--- src/rtl/csl_pkg.sv ---
package csl_pkg;
  typedef struct packed {
    logic addr;
    logic data;
    logic brk;
  } csl_sel_t;
endpackage

--- src/rtl/csl_decode.sv ---
module csl_decode
  import csl_pkg::*;
#(
  parameter int              RNUM_W  = 6,
  parameter logic [RNUM_W-1:0] RN_ADDR = 6'h2C,
  parameter logic [RNUM_W-1:0] RN_DATA = 6'h2D,
  parameter logic [RNUM_W-1:0] RN_BRK  = 6'h3C
) (
  input  logic [RNUM_W-1:0] reg_num,
  input  logic              rd_stb,
  input  logic              wr_stb,
  output csl_sel_t          sel,
  output logic              fault
);
  always_comb begin
    sel.addr = (reg_num == RN_ADDR);
    sel.data = (reg_num == RN_DATA);
    sel.brk  = (reg_num == RN_BRK);
    fault    = (rd_stb || wr_stb) && !(sel.addr || sel.data || sel.brk);
  end

  // A register number selects at most one register
  always_comb begin
    assert_sel_onehot_R7: assert ($onehot0({sel.addr, sel.data, sel.brk}));
  end
endmodule

--- src/rtl/csl_addr_reg.sv ---
module csl_addr_reg #(
  parameter int AREG_W  = 16,
  parameter int WADDR_W = 13,
  parameter int CTR_W   = 2
) (
  input  logic              clk,
  input  logic              rst_n,
  input  logic              ld_en,
  input  logic [AREG_W-1:0] ld_val,
  input  logic              step_en,
  output logic [AREG_W-1:0] q
);
  localparam logic [CTR_W-1:0] CTR_MAX = '1;

  logic [CTR_W-1:0]   ctr_cur, ctr_nxt;
  logic [WADDR_W-1:0] word_cur, word_nxt;
  logic [AREG_W-1:0]  step_val, d;
  logic               en;

  always_comb begin
    ctr_cur  = q[WADDR_W +: CTR_W];
    word_cur = q[WADDR_W-1:0];
    ctr_nxt  = ctr_cur + 1'b1;
    word_nxt = (ctr_nxt == CTR_MAX) ? word_cur + 1'b1 : word_cur;
    step_val = q;
    step_val[WADDR_W +: CTR_W] = ctr_nxt;
    step_val[WADDR_W-1:0]      = word_nxt;
    en = ld_en || step_en;
    d  = ld_en ? ld_val : step_val;
  end

  always_ff @(posedge clk or negedge rst_n) begin
    if (!rst_n)  q <= '0;
    else if (en) q <= d;
  end

  assert_ctr_step_R2: assert property (@(posedge clk) disable iff (!rst_n)
    (step_en && !ld_en) |=> (ctr_cur == CTR_W'($past(ctr_cur) + 1'b1)));

  assert_word_step_R3: assert property (@(posedge clk) disable iff (!rst_n)
    (step_en && !ld_en && (ctr_cur == CTR_MAX - 1'b1))
      |=> (word_cur == WADDR_W'($past(word_cur) + 1'b1)));

  assert_word_hold_R3: assert property (@(posedge clk) disable iff (!rst_n)
    (step_en && !ld_en && (ctr_cur != CTR_MAX - 1'b1)) |=> $stable(word_cur));

  generate
    if (AREG_W > WADDR_W + CTR_W) begin : g_top_bits
      assert_top_hold_R2: assert property (@(posedge clk) disable iff (!rst_n)
        (step_en && !ld_en) |=> $stable(q[AREG_W-1:WADDR_W+CTR_W]));
    end
  endgenerate
endmodule

--- src/rtl/csl_regif.sv ---
module csl_regif
  import csl_pkg::*;
#(
  parameter int                RNUM_W   = 6,
  parameter int                DATA_W   = 32,
  parameter int                AREG_W   = 16,
  parameter int                WADDR_W  = 13,
  parameter int                CTR_W    = 2,
  parameter int                BRK_W    = 13,
  parameter logic [RNUM_W-1:0] RN_ADDR  = 6'h2C,
  parameter logic [RNUM_W-1:0] RN_DATA  = 6'h2D,
  parameter logic [RNUM_W-1:0] RN_BRK   = 6'h3C,
  parameter logic [DATA_W-1:0] DATA_RD_CONST = 32'h0000_00FF
) (
  input  logic               clk,
  input  logic               rst_n,
  input  logic [RNUM_W-1:0]  reg_num,
  input  logic               rd_stb,
  input  logic               wr_stb,
  input  logic [DATA_W-1:0]  wr_data,
  output logic [DATA_W-1:0]  rd_data,
  output logic               rd_fault,
  output logic [AREG_W-1:0]  cs_ctl_addr,
  output logic [DATA_W-1:0]  cs_wdata,
  output logic [BRK_W-1:0]   brk_addr
);
  localparam int RST_STAGES = 2;

  // Reset: asserted asynchronously, released on the clock
  logic [RST_STAGES-1:0] rst_pipe;
  logic                  rst_q;

  always_ff @(posedge clk or negedge rst_n) begin
    if (!rst_n) rst_pipe <= '0;
    else        rst_pipe <= {rst_pipe[RST_STAGES-2:0], 1'b1};
  end
  assign rst_q = rst_pipe[RST_STAGES-1];

  csl_sel_t sel;
  logic     fault;

  csl_decode #(
    .RNUM_W (RNUM_W),
    .RN_ADDR(RN_ADDR),
    .RN_DATA(RN_DATA),
    .RN_BRK (RN_BRK)
  ) decode_i (
    .reg_num(reg_num),
    .rd_stb (rd_stb),
    .wr_stb (wr_stb),
    .sel    (sel),
    .fault  (fault)
  );

  logic wr_addr, wr_dat, wr_brk;
  always_comb begin
    wr_addr = wr_stb && sel.addr;
    wr_dat  = wr_stb && sel.data;
    wr_brk  = wr_stb && sel.brk;
  end

  logic [AREG_W-1:0] addr_q;

  csl_addr_reg #(
    .AREG_W (AREG_W),
    .WADDR_W(WADDR_W),
    .CTR_W  (CTR_W)
  ) addr_i (
    .clk    (clk),
    .rst_n  (rst_q),
    .ld_en  (wr_addr),
    .ld_val (wr_data[AREG_W-1:0]),
    .step_en(wr_dat),
    .q      (addr_q)
  );

  // Data and microbreak registers
  logic [DATA_W-1:0] data_q, data_d;
  logic [BRK_W-1:0]  brk_q, brk_d;

  always_comb begin
    data_d = wr_data;
    brk_d  = wr_data[BRK_W-1:0];
  end

  always_ff @(posedge clk or negedge rst_q) begin
    if (!rst_q)      data_q <= '0;
    else if (wr_dat) data_q <= data_d;
  end

  always_ff @(posedge clk or negedge rst_q) begin
    if (!rst_q)      brk_q <= '0;
    else if (wr_brk) brk_q <= brk_d;
  end

  // Read path: registered, loaded on every read strobe
  logic [DATA_W-1:0] rd_d, rd_q;

  always_comb begin
    rd_d = '0;
    if (sel.addr)      rd_d = DATA_W'(addr_q);
    else if (sel.data) rd_d = DATA_RD_CONST;
    else if (sel.brk)  rd_d = DATA_W'(brk_q);
  end

  always_ff @(posedge clk or negedge rst_q) begin
    if (!rst_q)      rd_q <= '0;
    else if (rd_stb) rd_q <= rd_d;
  end

  assign rd_data     = rd_q;
  assign rd_fault    = fault;
  assign cs_ctl_addr = addr_q;
  assign cs_wdata    = data_q;
  assign brk_addr    = brk_q;

  assert_fault_needs_strobe_R7: assert property (@(posedge clk) disable iff (!rst_q)
    rd_fault |-> (rd_stb || wr_stb));

  assert_fault_write_hold_R8: assert property (@(posedge clk) disable iff (!rst_q)
    (wr_stb && rd_fault) |=> ($stable(addr_q) && $stable(data_q) && $stable(brk_q)));

  assert_data_read_const_R4: assert property (@(posedge clk) disable iff (!rst_q)
    (rd_stb && sel.data) |=> (rd_data == DATA_RD_CONST));

  assert_brk_read_mask_R5: assert property (@(posedge clk) disable iff (!rst_q)
    (rd_stb && sel.brk) |=> (rd_data[DATA_W-1:BRK_W] == '0));

  assert_fault_read_zero_R8: assert property (@(posedge clk) disable iff (!rst_q)
    (rd_stb && rd_fault) |=> (rd_data == '0));

  assert_rd_hold_R9: assert property (@(posedge clk) disable iff (!rst_q)
    !rd_stb |=> $stable(rd_data));
endmodule

--- config.mk ---
export PLATFORM = sky130hd
export DESIGN_NAME = csl_regif
export DESIGN_NICKNAME = d
export VERILOG_FILES = /design/src/rtl/csl_pkg.sv /design/src/rtl/csl_decode.sv /design/src/rtl/csl_addr_reg.sv /design/src/rtl/csl_regif.sv
export SDC_FILE = /design/constraint.sdc
export NUM_CORES = 1
export LEC_CHECK = 0
export BUFFER_PORTS_ARGS = -buffer_cell sky130_fd_sc_hd__buf_2
export CAP_MARGIN = 10
export CORE_AREA = 5 5 94 105
export DETAILED_ROUTE_END_ITERATION = 10
export DIE_AREA = 0 0 99 110
export HOLD_SLACK_MARGIN = 0.08
export PLACE_DENSITY_LB_ADDON = 0.08
export SLEW_MARGIN = 20
export SYNTH_ARGS = -nofsm -noshare
export SYNTH_HDL_FRONTEND = slang
export SYNTH_HIERARCHICAL = 1
export SYNTH_SLANG_ARGS = --single-unit
--- constraint.sdc ---
create_clock -name clk -period 3.8 [get_ports clk]
set_input_delay 1.14 -clock clk [delete_from_list [all_inputs] [get_ports clk]]
set_output_delay 1.14 -clock clk [all_outputs]
set_load 0.02 [all_outputs]
Word-level counts from Yosys, hierarchy flattened
Cells that the tools add are included.

storage, ports and cells
  bits in registers = 95
  word-level logic and storage cells = 30
  output and inout bits = 94

operators by class
  add/subtract/negate cells = 2
  reduce and logical (&&, ||, !) cells = 12
  equal/unequal tests = 4
  multiplexer cells = 5

operators with widths
  operator                                                         count
  32-bit two-way mux                                               2
  13-bit two-way mux                                               2
  6-bit equality test, second input constant                       3
  15-bit two-way mux                                               1
  13-bit by 1-bit adder with 13-bit output, second input constant  1
  1-bit logical AND                                                4
  1-bit logical OR                                                 4
  2-bit AND reduction                                              2
  2-bit by 1-bit adder with 2-bit output, second input constant    1
  2-bit equality test, second input constant                       1
  2-bit nonzero test                                               1
  1-bit zero test                                                  1

Depth between registers and ports, before layout
Gate-level depths: netlist of run 1.

  depth in word-level cells = 5
  gate-level depth with buffers = 11

Hierarchy
Netlist of run 1, hierarchy kept.

modules (own cells, without submodules)
  module        area an instance (um2)  cells an instance  instances  sequential area each (um2)
  csl_regif     2829.0                  198                1          1576.5
  csl_addr_reg  878.3                   94                 1          400.4
  csl_decode    68.8                    6                  1          0.0

Worst setup path before layout of run 1
OpenSTA, ideal clock, no wires.

  path type = input port to flip-flop
  start point = input port reg_num[1]
  end point = register addr_i.q[10]
  stages on the path = 8
  data arrival time = 2.885 ns
  setup time = 0.077 ns
  data required time = 3.723 ns
  path slack = 0.838 ns
  cells stage by stage = nand4b_4 -> nor3_1 -> buf_2 -> and2_1 -> clkbuf_1 -> clkbuf_1 -> nand2_1 -> o21ai_1

RTL lines
  item                  line                RTL
  start, declared       csl_regif.sv:17     input logic [RNUM_W-1:0] reg_num,
  end signal, assigned  csl_addr_reg.sv:33  if (!rst_n) q <= '0;
  end signal, assigned  csl_addr_reg.sv:34  else if (en) q <= d;
  end, declared         csl_addr_reg.sv:11  output logic [AREG_W-1:0] q

Final worst setup path of run 1
  start point = input port reg_num[1]
  end point = output port rd_fault

on the way
  cells in the longest elaborated chain, start to end = 5
  elaborated cells between the ends (all ways) = 7
  those cells by class = 3 x eq/ne; 4 x reduce/logical

RTL lines
  item                                           line                                RTL
  6-bit equality test, on equally long branches  csl_decode.sv:16, csl_decode.sv:17
  1-bit logical OR                               csl_decode.sv:19                    fault = (rd_stb || wr_stb) && !(sel.addr || sel.data || sel.brk);
  1-bit logical OR (*)                           csl_decode.sv:19
  1-bit zero test (*)                            csl_decode.sv:19
  1-bit logical AND (*)                          csl_decode.sv:19
  end, declared                                  csl_regif.sv:22                     output logic rd_fault,

Every way passes the cells marked *; elsewhere a longest branch is shown, timed or not.

==> results.yml, run 1 <==
cts:
  cts_setup_buffers: 0
  hold_buffers: 0
  clock_sinks: 79
  clk_latency_ps: 350
  tritoncts: "yes"
  h-tree-depth: 3
  cts.clk_slew.worst_paths_ps: 80
  numCtsBuffers: 9
  root_buffer: "clkbuf_8"
  ctsLongestPathBuffers: 2
  cts_resized: 0
sta:
  slew_violations: 0
  fmax_mhz: 341
  layout_setup_ws_ps: 866
  rsz0062_at_grt: "false"
  finClkSkew_ps: 10.7
  slew_headroom: 0.590
  final_hold_viol_count: 0
  setup_tns_ps: 0
  worst-slew-pin-transition_ps: 616
  min_period_ps: 2930
  final-setup-viol-count: 0
  timing.final.crit_share: 0.772
worst_setup_path:
  path_buf_inv: 2
  crit_family: "buffers and inverters"
  cp.depth: 4
  cp_slowest_stage_delay_ps: 200
  crit_required_ps: 2660
  critPathKind: "in -> out"
  cp_slowest_cell: "nand4b_4"
  arrival_ps: 1790
  crit_fanout: 4
  crit_path_cell_trace: "buf_2 -> nand4b_4 -> o22a_1 -> buf_2"
  reg2reg_depth: 5
  startpoint_type: "primary input"
  crit_path_frequent_cell: "buf_2"
  end_kind: "primary output"
layout:
  finalInstanceArea_mm2: 0.00466
  final_cell_mix: "buf_2 (119), dfrtp_1 (78), mux2_4 (29), mux2_2 (18), conb_1 (17)"
  final_common_cell: "buf_2"
  drive_gt1_frac: 0.478
  syn2layout_area_growth_pct: 23.5
  final_core_util: 0.536
  diodes: 0
  fin_nets: 463
die:
  die-area_mm2: 0.0109
  ios: 136
  start_util: 0.434
  die_h_um: 110
  die_w_um: 99
  row_count: 36
  core_area_mm2: 0.00869
route:
  drtIter0Drc: 114
  wl_per_cell_um: 16.3
  drt-total-wl_um: 8750
  detail-route-antenna-nets: 0
  vias_per_cell: 4.93
  drc_errors: 0
  firstDrtPassIters: 4
  via_count: 2649
global_routing:
  antenna_found_initial: 0
  gr-total-overflow: 0
  grt_start_max_net_pins: 78
  grt_pass1_vias: 2661
  grt_pass1_wl_um: 13900
  grt_use_total: 0.163
place:
  place_ws_ps: 851
  placed_cell_area_mm2: 0.00440
  gp_congestion: 0.764
  dpl.hpwl_um: 6200
  portBuffers: 119
logic_synthesis:
  yosysSeqAreaShare: 0.524
  synth_top_area_share: 0.524
  syn_area_mm2: 0.00378
  yosysWarnings: 6
  syn_area_per_cell_um2: 12.7
  ys_ff_latch: 79
  yosys-top-cells-area: "dfrtp_1 (52%), mux2_4 (12%), mux2_2 (5.4%)"
  netlist_instances: 298
  yosys.area.top_type: "dfrtp_1"
  yosysUniqueCellTypes: 40
run:
  max-cap-violations: 0
outcome:
  outcome: "finished clean"
min_path:
  hold_path.class: "reg -> async"
pwr:
  vdd_drop_max_mv: 0.213
  cellPowerDensity_mw_per_mm2: 477
  leakagePower_uw: 0.00255
## synth_stat cells
master,instances
xnor2_1,8
mux2_1,1
a211o_1,8
o22a_1,1
inv_1,9
a31o_2,5
a31oi_1,1
buf_6,4
nor3_1,6
nor2_1,10
conb_1,2
dfrtp_1,79
nor2b_1,8
buf_4,20
nor3b_2,2
clkbuf_1,3
xor2_1,4
mux2i_1,2
mux2_4,29
a21boi_0,5
and4_1,1
nand2_1,14
nand2_4,1
mux2_2,18
nand4_1,4
nand4_2,1
nor4_2,1
nand3_1,7
nand2_2,1
a31o_1,3
and2_1,2
ha_1,2
o21ai_1,4
o21ai_0,11
nand4b_4,1
o31a_1,1
nand2b_1,9
buf_2,4
and4bb_2,1
o2bb2ai_1,5
## routing by layer
| layer | global-route usage | wire length, um | share of wire | vias up |
|---|---|---|---|---|
| met1 | 0.223 | 4010 | 0.46 | 1295 |
| met3 | 0.0529 | 714 | 0.082 | 9 |
| li1 | - | - | - | 1251 |
| met4 | 0.0595 | 135 | 0.015 | 0 |
| met5 | 0 | 0 | 0 | - |
| met2 | 0.244 | 3890 | 0.44 | 94 |
## kinds of logic (layout without fill, tap and decap cells)
kind of cell | after synthesis | in the layout | synth area share
fa+ha+maj | 2 | 2 | 0.00663
simple gates | 69 | 69 | 0.109
buf+inv | 40 | 150 | 0.0689
flops | 79 | 79 | 0.524
xor+xnor | 12 | 12 | 0.0278
compound gates | 44 | 44 | 0.0848
mux | 50 | 50 | 0.177
other cells | 2 | 17 | 0.00199
## sequential cells by signal, indices dropped and copies added (netlist names)
signal,cells
cs_wdata,32
addr_i/q,16
rd_data,16
brk_addr,13
rst_pipe,2
## per-stage QoR
step	power, uW	hold WS (ps)	cells
CTS	2250	362	536
global placement	1490	338	521
global route	2330	288	537
finish	2230	250	537
floorplan	1330	331	313
detailed placement	1500	341	521
## layout make-up
cell class | instances | area, um2
fillers | 773 | 4030
flip-flops and latches | 79 | 1980
clock inverters | 4 | 95.1
inverters | 9 | 33.8
repair buffers | 126 | 668
clock buffers | 11 | 141
multi-input cells | 194 | 1600
well taps | 114 | 143
## path summary, 6_finish.rpt
kind                             start      endpoint  slack, ps
setup / recovery            reg_num[1]      rd_fault        870
hold / removal             rst_pipe[1]  cs_wdata[31]        250
setup reg to reg           addr_i/q[0]   addr_i/q[8]       2170
hold reg to reg            rst_pipe[1]  cs_wdata[31]        250
max in group asynchronous  rst_pipe[1]    rd_data[9]       2950
min in group clk           rst_pipe[0]   rst_pipe[1]        360
## where the power goes
group	leakage, uW	switching (uW)	internal [uW]	total (uW)
Combinational	0.00139	255	193	448
Sequential	0.00104	93.1	937	1030
Clock	0.000119	297	450	747
(Power assumes the default switching activity.)
==> run 2, diff against run 1 <==
==> constraint.sdc (replaced) <==
create_clock -name clk -period 2.8 [get_ports clk]
set_input_delay 0.84 -clock clk [delete_from_list [all_inputs] [get_ports clk]]
set_output_delay 0.84 -clock clk [all_outputs]
set_load 0.02 [all_outputs]
==> run 2 against run 1 <==
Via count down 1.1%. Flip-flop and latch count unchanged. Setup slack worse by 390 ps. Count of clock-buffer cells in the layout unchanged. Global-route usage up 0.088 points. Total power up 37%. Routed wire length unchanged.
==> results.yml, run 2 (synthesis gave the netlist of run 1 again) <==
layout:
  fill_cells: 757
  multi_input_area_mm2: 0.00160
  final_common_cell: "buf_2"
  largest_reg_flops: 32
  drive_gt1_frac: 0.482
  final_cell_mix: "buf_2 (119), dfrtp_1 (78), mux2_4 (29), mux2_2 (18), conb_1 (17)"
  final_core_util: 0.538
  fin_nets: 464
  regArea_mm2: 0.00198
  diodes: 0
  syn2layout_area_growth_pct: 24.0
  finalInstanceArea_mm2: 0.00468
route:
  drtIter0Drc: 74
  firstDrtPassIters: 4
  vias_per_cell: 4.86
  drc_errors: 0
  drt-total-wl_um: 8750
  detail-route-antenna-nets: 0
  via_count: 2621
  wl_per_cell_um: 16.2
cts:
  clk_latency_ps: 350
  h-tree-depth: 3
  cts_setup_buffers: 0
  tritoncts: "yes"
  numCtsBuffers: 9
  clock_sinks: 79
  hold_buffers: 0
  root_buffer: "clkbuf_8"
  cts.clk_slew.worst_paths_ps: 80
  cts_resized: 0
  ctsLongestPathBuffers: 2
die:
  row_count: 36
  ios: 136
  die-area_mm2: 0.0109
  start_util: 0.434
  core_area_mm2: 0.00869
  die_h_um: 110
  die_w_um: 99
sta:
  slew_headroom: 0.603
  rsz0062_at_grt: "false"
  final-setup-viol-count: 0
  worst-slew-pin-transition_ps: 595
  min_period_ps: 2320
  layout_setup_ws_ps: 481
  whs_ps: 259
  setup_tns_ps: 0
  timing.final.crit_share: 0.828
  finClkSkew_ps: 10.8
  fmax_mhz: 431
  final_hold_viol_count: 0
  slew_violations: 0
worst_setup_path:
  crit_fanout: 4
  crit_path_frequent_cell: "buf_2"
  startpoint_type: "primary input"
  end_kind: "primary output"
  crit_family: "buffers and inverters"
  arrival_ps: 1480
  critPathKind: "in -> out"
  path_buf_inv: 2
  crit_required_ps: 1960
  crit_path_cell_trace: "buf_2 -> nand4b_4 -> o22a_1 -> buf_2"
  cp_slowest_cell: "o22a_1"
  cp_slowest_stage_delay_ps: 200
pwr:
  cellPowerDensity_mw_per_mm2: 653
  clockPowerShare: 0.345
  pwr-share-comb: 0.198
  swShare: 0.288
  leakagePower_uw: 0.00256
  vdd_drop_max_mv: 0.353
  intPower_uw: 2170
  power_switching_uw: 881
  seqPwrFrac: 0.457
global_routing:
  grt_pass1_vias: 2652
  gr-total-overflow: 0
  grt_use_total: 0.164
  grt_start_max_net_pins: 78
  antenna_found_initial: 0
  grt_pass1_wl_um: 13900
place:
  place_ws_ps: 162
  dpl.hpwl_um: 6150
  portBuffers: 119
  placed_cell_area_mm2: 0.00441
  gp_congestion: 0.771
run:
  max-cap-violations: 0
min_path:
  hold_path.class: "in -> async"
outcome:
  outcome: "finished clean"
## run 2: cell type report
class,instances,share of cell area
clock buffer,11,0.0323
multi-input combinational,194,0.342
inverter,9,0.00722
tap,114,0.0305
sequential,79,0.423
timing repair buffer,127,0.143
clock inverter,5,0.0222
## run 2: worst paths after layout
check,end,start,slack [ps],depth (start not counted)
max in group asynchronous,brk_addr[12],rst_pipe[1],1900,1
min in group clk,rst_pipe[1],rst_pipe[0],360,0
hold reg to reg,rd_data[2],rst_pipe[1],300,0
setup / recovery,rd_fault,reg_num[1],480,4
setup reg to reg,addr_i/q[8],addr_i/q[0],1140,5
hold / removal,rst_pipe[1],rst_n,260,1
## run 2: per-stage QoR
stage | power [uW] | std cells
after floorplan | 1800 | 313
after global placement | 2020 | 522
after detailed placement | 2030 | 522
after CTS | 3090 | 538
after global routing | 3200 | 539
final | 3060 | 539
## run 2: layer usage
metal	wire [um]	track usage	vias to the layer above
met5	0	0	-
met4	119	0.0673	0
met3	754	0.0522	10
met2	4000	0.256	92
met1	3880	0.213	1267
li1	-	-	1252
## run 2: power groups by stage
stage	Sequential (uW)	Clock, uW	Combinational [uW]
6_report	1390	1060	605
5_1_grt	1420	1130	649
4_1_cts	1410	1090	599
3_5_place_dp	1430	0	598
3_3_place_gp	1430	0	593
2_1_floorplan	1570	0	235
